<file path="src/rtl/gpx_pkg.sv">
package gpx_pkg;

    localparam logic [7:0] ADR_DIR = 8'h0A;
    localparam logic [7:0] ADR_PIN = 8'h0B;
    localparam logic [7:0] ADR_IEN = 8'h0C;
    localparam logic [7:0] ADR_CTL = 8'h0E;

    localparam int CTL_LATCH_BIT = 0;
    localparam int CTL_SRST_BIT  = 3;

    typedef enum logic [2:0] {
        SEL_NONE,
        SEL_DIR,
        SEL_PIN,
        SEL_IEN,
        SEL_CTL
    } reg_sel_e;

    typedef struct packed {
        logic wr_dir;
        logic wr_pin;
        logic wr_ien;
        logic wr_ctl;
        logic rd_pin;
        logic srst;
    } host_ops_t;

    function automatic reg_sel_e decode_addr(input logic [7:0] a);
        reg_sel_e s;
        case (a)
            ADR_DIR: s = SEL_DIR;
            ADR_PIN: s = SEL_PIN;
            ADR_IEN: s = SEL_IEN;
            ADR_CTL: s = SEL_CTL;
            default: s = SEL_NONE;
        endcase
        return s;
    endfunction

endpackage

</file>
<file path="src/rtl/gpx_sync.sv">
module gpx_sync #(
    parameter int W      = 8,
    parameter int STAGES = 2
) (
    input  logic         clk,
    input  logic         rst,
    input  logic [W-1:0] d,
    output logic [W-1:0] q
);
    logic [STAGES-1:0][W-1:0] stg;

    always_ff @(posedge clk) begin
        if (rst) begin
            stg <= '0;
        end else begin
            stg[0] <= d;
            for (int s = 1; s < STAGES; s++) begin
                stg[s] <= stg[s-1];
            end
        end
    end

    assign q = stg[STAGES-1];
endmodule

</file>
<file path="src/rtl/gpx_regs.sv">
module gpx_regs
    import gpx_pkg::*;
#(
    parameter int NPINS  = 8,
    parameter int ADDR_W = 4
) (
    input  logic              clk,
    input  logic              rst,
    input  logic [ADDR_W-1:0] addr,
    input  logic [NPINS-1:0]  wdata,
    input  logic              wr_en,
    input  logic              rd_en,
    output reg_sel_e          sel,
    output host_ops_t         ops,
    output logic [NPINS-1:0]  dir_q,
    output logic [NPINS-1:0]  out_q,
    output logic [NPINS-1:0]  ien_q,
    output logic              latch_q
);
    always_comb begin
        sel        = decode_addr(8'(addr));
        ops        = '0;
        ops.wr_dir = wr_en && (sel == SEL_DIR);
        ops.wr_pin = wr_en && (sel == SEL_PIN);
        ops.wr_ien = wr_en && (sel == SEL_IEN);
        ops.wr_ctl = wr_en && (sel == SEL_CTL);
        ops.rd_pin = rd_en && (sel == SEL_PIN);
        ops.srst   = ops.wr_ctl && wdata[CTL_SRST_BIT];
    end

    always_ff @(posedge clk) begin
        if (rst || ops.srst) begin
            dir_q   <= '0;
            out_q   <= '0;
            ien_q   <= '0;
            latch_q <= 1'b0;
        end else begin
            if (ops.wr_dir) dir_q   <= wdata;
            if (ops.wr_pin) out_q   <= wdata;
            if (ops.wr_ien) ien_q   <= wdata;
            if (ops.wr_ctl) latch_q <= wdata[CTL_LATCH_BIT];
        end
    end
endmodule

</file>
<file path="src/rtl/gpx_change.sv">
module gpx_change #(
    parameter int NPINS = 8
) (
    input  logic             clk,
    input  logic             rst,
    input  logic             clr,
    input  logic [NPINS-1:0] pin_s,
    input  logic [NPINS-1:0] dir_q,
    input  logic [NPINS-1:0] ien_q,
    input  logic             latch_q,
    input  logic             rearm,
    output logic [NPINS-1:0] cap_valid,
    output logic [NPINS-1:0] cap_val,
    output logic [NPINS-1:0] pend_vec,
    output logic             irq_oe
);
    logic [NPINS-1:0] ref_q;
    logic [NPINS-1:0] armed;
    logic [NPINS-1:0] chg;

    assign armed = ien_q & ~dir_q;
    assign chg   = (pin_s ^ ref_q) & armed;

    for (genvar i = 0; i < NPINS; i++) begin : g_bit
        logic r_ref, r_cv, r_cval;
        always_ff @(posedge clk) begin
            if (rst || clr) begin
                r_ref  <= 1'b0;
                r_cv   <= 1'b0;
                r_cval <= 1'b0;
            end else begin
                // unarmed pins keep tracking, so arming never sees a stale level
                if (rearm || !armed[i]) r_ref <= pin_s[i];
                if (rearm || !latch_q || !armed[i]) begin
                    r_cv <= 1'b0;
                end else if (chg[i] && !r_cv) begin
                    r_cv   <= 1'b1;
                    r_cval <= pin_s[i];
                end
            end
        end
        assign ref_q[i]     = r_ref;
        assign cap_valid[i] = r_cv;
        assign cap_val[i]   = r_cval;
    end

    assign pend_vec = latch_q ? (cap_valid & armed) : chg;

    always_ff @(posedge clk) begin
        if (rst || clr) irq_oe <= 1'b0;
        else            irq_oe <= |pend_vec;
    end
endmodule

</file>
<file path="src/rtl/gpio_change_irq.sv">
module gpio_change_irq
    import gpx_pkg::*;
#(
    parameter int NPINS       = 8,
    parameter int ADDR_W      = 4,
    parameter int SYNC_STAGES = 2
) (
    input  logic              clk,
    input  logic              rst,
    input  logic [ADDR_W-1:0] reg_addr,
    input  logic [NPINS-1:0]  wr_data,
    input  logic              wr_en,
    input  logic              rd_en,
    output logic [NPINS-1:0]  rd_data,
    input  logic [NPINS-1:0]  pin_in,
    output logic [NPINS-1:0]  pin_out,
    output logic [NPINS-1:0]  pin_oe,
    output logic              irq_oe
);
    reg_sel_e         sel;
    host_ops_t        ops;
    logic [NPINS-1:0] dir_q, out_q, ien_q;
    logic             latch_q;
    logic [NPINS-1:0] pin_s;
    logic [NPINS-1:0] cap_valid, cap_val, pend_vec;
    logic [NPINS-1:0] pin_view;

    gpx_sync #(.W(NPINS), .STAGES(SYNC_STAGES)) u_sync (
        .clk (clk),
        .rst (rst),
        .d   (pin_in),
        .q   (pin_s)
    );

    gpx_regs #(.NPINS(NPINS), .ADDR_W(ADDR_W)) u_regs (
        .clk     (clk),
        .rst     (rst),
        .addr    (reg_addr),
        .wdata   (wr_data),
        .wr_en   (wr_en),
        .rd_en   (rd_en),
        .sel     (sel),
        .ops     (ops),
        .dir_q   (dir_q),
        .out_q   (out_q),
        .ien_q   (ien_q),
        .latch_q (latch_q)
    );

    gpx_change #(.NPINS(NPINS)) u_chg (
        .clk       (clk),
        .rst       (rst),
        .clr       (ops.srst),
        .pin_s     (pin_s),
        .dir_q     (dir_q),
        .ien_q     (ien_q),
        .latch_q   (latch_q),
        .rearm     (ops.rd_pin | ops.wr_dir),
        .cap_valid (cap_valid),
        .cap_val   (cap_val),
        .pend_vec  (pend_vec),
        .irq_oe    (irq_oe)
    );

    always_comb begin
        for (int i = 0; i < NPINS; i++) begin
            if (dir_q[i])          pin_view[i] = out_q[i];
            else if (cap_valid[i]) pin_view[i] = cap_val[i];
            else                   pin_view[i] = pin_s[i];
        end
        rd_data = '0;
        case (sel)
            SEL_DIR: rd_data = dir_q;
            SEL_PIN: rd_data = pin_view;
            SEL_IEN: rd_data = ien_q;
            SEL_CTL: rd_data[CTL_LATCH_BIT] = latch_q;
            default: rd_data = '0;
        endcase
    end

    assign pin_out = out_q;
    assign pin_oe  = dir_q;
endmodule

</file>
<file path="config.mk">
export PLATFORM = sky130hd
export DESIGN_NAME = gpio_change_irq
export DESIGN_NICKNAME = d
export VERILOG_FILES = /design/src/rtl/gpx_pkg.sv /design/src/rtl/gpx_sync.sv /design/src/rtl/gpx_regs.sv /design/src/rtl/gpx_change.sv /design/src/rtl/gpio_change_irq.sv
export SDC_FILE = /design/constraint.sdc
export NUM_CORES = 1
export LEC_CHECK = 0
export BUFFER_PORTS_ARGS = -buffer_cell sky130_fd_sc_hd__buf_2
export CAP_MARGIN = 20
export CORE_MARGIN = 1.5
export CORE_UTILIZATION = 35
export DETAILED_ROUTE_END_ITERATION = 7
export HOLD_SLACK_MARGIN = 0.08
export SLEW_MARGIN = 20
export SYNTH_ARGS = -nofsm -noshare
export SYNTH_HDL_FRONTEND = slang
export SYNTH_SLANG_ARGS = --single-unit
</file>
<file path="constraint.sdc">
create_clock -name clk -period 2.7 [get_ports clk]
set_input_delay 0.135 -clock clk [delete_from_list [all_inputs] [get_ports clk]]
set_output_delay 0.135 -clock clk [all_outputs]
set_load 0.05 [all_outputs]
</file>
==> summary.txt <==
Clock transition at the registers of the reported paths = 70 ps
DRC = 0
Hold_buf cts = 16
Largest net degree at the start of global routing = 26
Ys Warns = 0
Status = finished, final reports clean
Fmax = 551.0 MHz
Nets = 404
Clock root buffer master = clkbuf_8
CTS tree = done
Dominant cell type by area after synthesis = dfxtp_1
Minimum clock period after layout = 1815 ps
Simple-gate share of the synthesized area = 23.50%
XOR/XNOR share of the synthesized area = 2.405%
H-tree levels = 3
Switching share of power = 22.59%
Syn avg cell area = 9.218 um^2
Hold WS = 162.4 ps
Signal arrival time at the worst endpoint = 1680 ps
EDFF count, synth = 0
Gpl congestion = 0.8605
Tot GR Track Use = 16.65%
Setup TNS Final = 0 ps
Synth top cells by count = dfxtp_1, nor2_1, mux2i_1
Sequential power share = 47.8%
Die Span X = 94.23 um
CP Launch Type = flip-flop
Area Overhead vs Synth = 24.66%
Core area = 8134 um^2
DR vias/cell = 5.082
Vias in the first global route = 2358
Initial antenna violation count = 0
Relative slew slack = 57.60%
Async set-or-reset flop fraction in the synthesized netlist = 0%
Mux cell area share after synthesis = 12.46%
Worst endpoint required time = 2570 ps
Worst hold path type = in -> reg
IO Count = 49
Slew Viols, Final = 0
Internal power = 0.001629 W
Via count = 2490
Clk_lat worst skew = 340 ps
Non-filler cells, final = 490
Global-route wire length before repair = 11340 um
Setup-failing EPs final = 0
Largest family of logic cells by synthesized area = simple AND/OR/NAND/NOR gates
Pwr/cell area = 579.5 nW/um^2
Utilization after layout = 44.64%
R2R depth = 4
Syn Nets = 340
Register area share after synthesis = 45.36%
#FFs+latches synth = 66
Overflow after GRT = 0
Kind of critical path = reg -> out
Max-Cap Viols = 0
Max Clock Skew = 9.206 ps
Placed inst area = 3242 um^2
Initial core utilization = 35.81%
Reg2Reg Setup Slack = 990 ps
RSZ-0062 raised after global routing = false
Diodes inserted = 0
Total CTS buffers = 9
Sink Count = 66
Synth top area cells = dfxtp_1, mux2i_1, nor2b_1
Post-CTS Setup Inserts = 0
Initial drt markers = 106
Crit-path slowest cell = dfxtp_1
Hold Crit Depth = 2
Synth Area in Compound Gates = 13.53%
Worst setup EP type = output pin
Crit path cell chain = inv_1, o21ai_0, a21oi_1, o31ai_1, buf_2
Final wirelength = 6908 um
Yosys top cell area share = 45.36%
Synthesized area = 2913 um^2
Worst stage delay on the critical path = 360 ps
Final ANT Viol Nets = 0
Leakage = 1.532 nW
Clock power frac = 45.0%
Overall die height = 94.23 um
I/O Buffers = 48
Proportion of layout cells with a drive suffix above 1 = 20.26%
Post-route cell area = 3631 um^2
DP Cell Count = 458
DR pass1 iterations = 4
NetSw = 0.0004753 W
Wire per inst = 14.10 um
Combinational Power Share = 7.2%
CP max FO = 3
Final HPWL DP = 4918 um
Mapped Cells = 316
Worst vdd ir = 0.0003232 V
Adder-Cell Fraction of Synth Area = 0%
Worst slew pin tran = 634.1 ps
CTS max path bufs = 2
Die Footprint = 8878 um^2
Resized cells post-CTS = 0
Hold Vio Cnt, Final = 0
Fin crit share = 67.22%
Most common cell in the netlist = dfxtp_1
Row cnt = 33
Ys flop type = dfxtp_1
Distinct cells, synth = 40
[final cells by class]
| type | instances | area, um^2 |
|---|---|---|
| Tap cell | 105 | 131.4 |
| Inverter | 2 | 7.507 |
| Sequential cell | 66 | 1321 |
| Timing Repair Buffer | 68 | 430.4 |
| Multi-Input combinational cell | 233 | 1511 |
| Clock inverter | 4 | 73.82 |
| Clock buffer | 12 | 155.1 |
| Fill cell | 784 | 4503 |
[per-layer routing]
layer | up-vias | wire length, um | global-route usage (%)
met2 | 57 | 3190 | 26.20
met1 | 1172 | 3264 | 21.33
li1 | 1246 | - | -
met4 | 0 | 220 | 9.577
met3 | 15 | 233 | 2.832
met5 | - | 0 | 0
[per-stage QoR]
| stage | power (W) | setup WS (ps) |
|---|---|---|
| final | 0.002104 | 885.1 |
| after global routing | 0.002187 | 773.9 |
| after CTS | 0.002124 | 842.8 |
| after detailed placement | 0.001163 | 800.8 |
| after global placement | 0.001161 | 887.2 |
| after floorplan | 0.001113 | 530.9 |
[cell families after synthesis]
logic type	after synthesis
AND/OR/NAND/NOR	128
flip-flops	66
AO/OA/AOI/OAI	63
multiplexers	34
buffers and inverters	17
XOR/XNOR	8
[worst max-delay path, delay by kind of cell (launching register included)]
kind                   cells  cell delay (ps)
AOI/OAI and AO/OA          3              600
buffers and inverters      2              390
DFF                        1              360
[registers in the layout (all words and copies together) (netlist names)]
signal              flops
u_chg.g_bit.r_cv        8
u_chg.g_bit.r_cval      8
u_chg.g_bit.r_ref       8
u_regs.dir_q            8
u_regs.ien_q            8
u_regs.out_q            8
u_sync.q                8
u_sync.stg              8
u_chg.irq_oe            1
u_regs.latch_q          1
[placed cells by master (no fill, tap or decap), drive strengths merged, types with 4 or more instances in the layout]
| master | count |
|---|---|
| mux2 | 8 |
| nand3b | 5 |
| xor2 | 5 |
| nand2b | 4 |
| o21ai | 15 |
| dfxtp | 66 |
| nand2 | 23 |
| mux2i | 26 |
| nor2 | 35 |
| and3b | 9 |
| nor2b | 24 |
| dlygate4sd3 | 16 |
| clkbuf | 12 |
| nand3 | 13 |
| a21oi | 24 |
| buf | 52 |
| o31ai | 12 |
| nor3 | 5 |
[power groups by stage]
stage / clock network (W) / logic, W / registers (W)
floorplan: 0 / 0.0000771 / 0.00104
global placement: 0 / 0.000133 / 0.00103
detailed placement: 0 / 0.000134 / 0.00103
CTS: 0.000965 / 0.000153 / 0.00101
global route: 0.00101 / 0.000166 / 0.00101
finish: 0.000947 / 0.000151 / 0.00101
[final timing paths]
kind | start | endpoint
max | u_sync.q[5] | rd_data[5]
min | rst | u_sync.stg[7]
max reg2reg | u_regs.dir_q[0] | u_chg.irq_oe
min reg2reg | u_sync.stg[2] | u_sync.q[2]
Power figures use the tool's default switching activity.
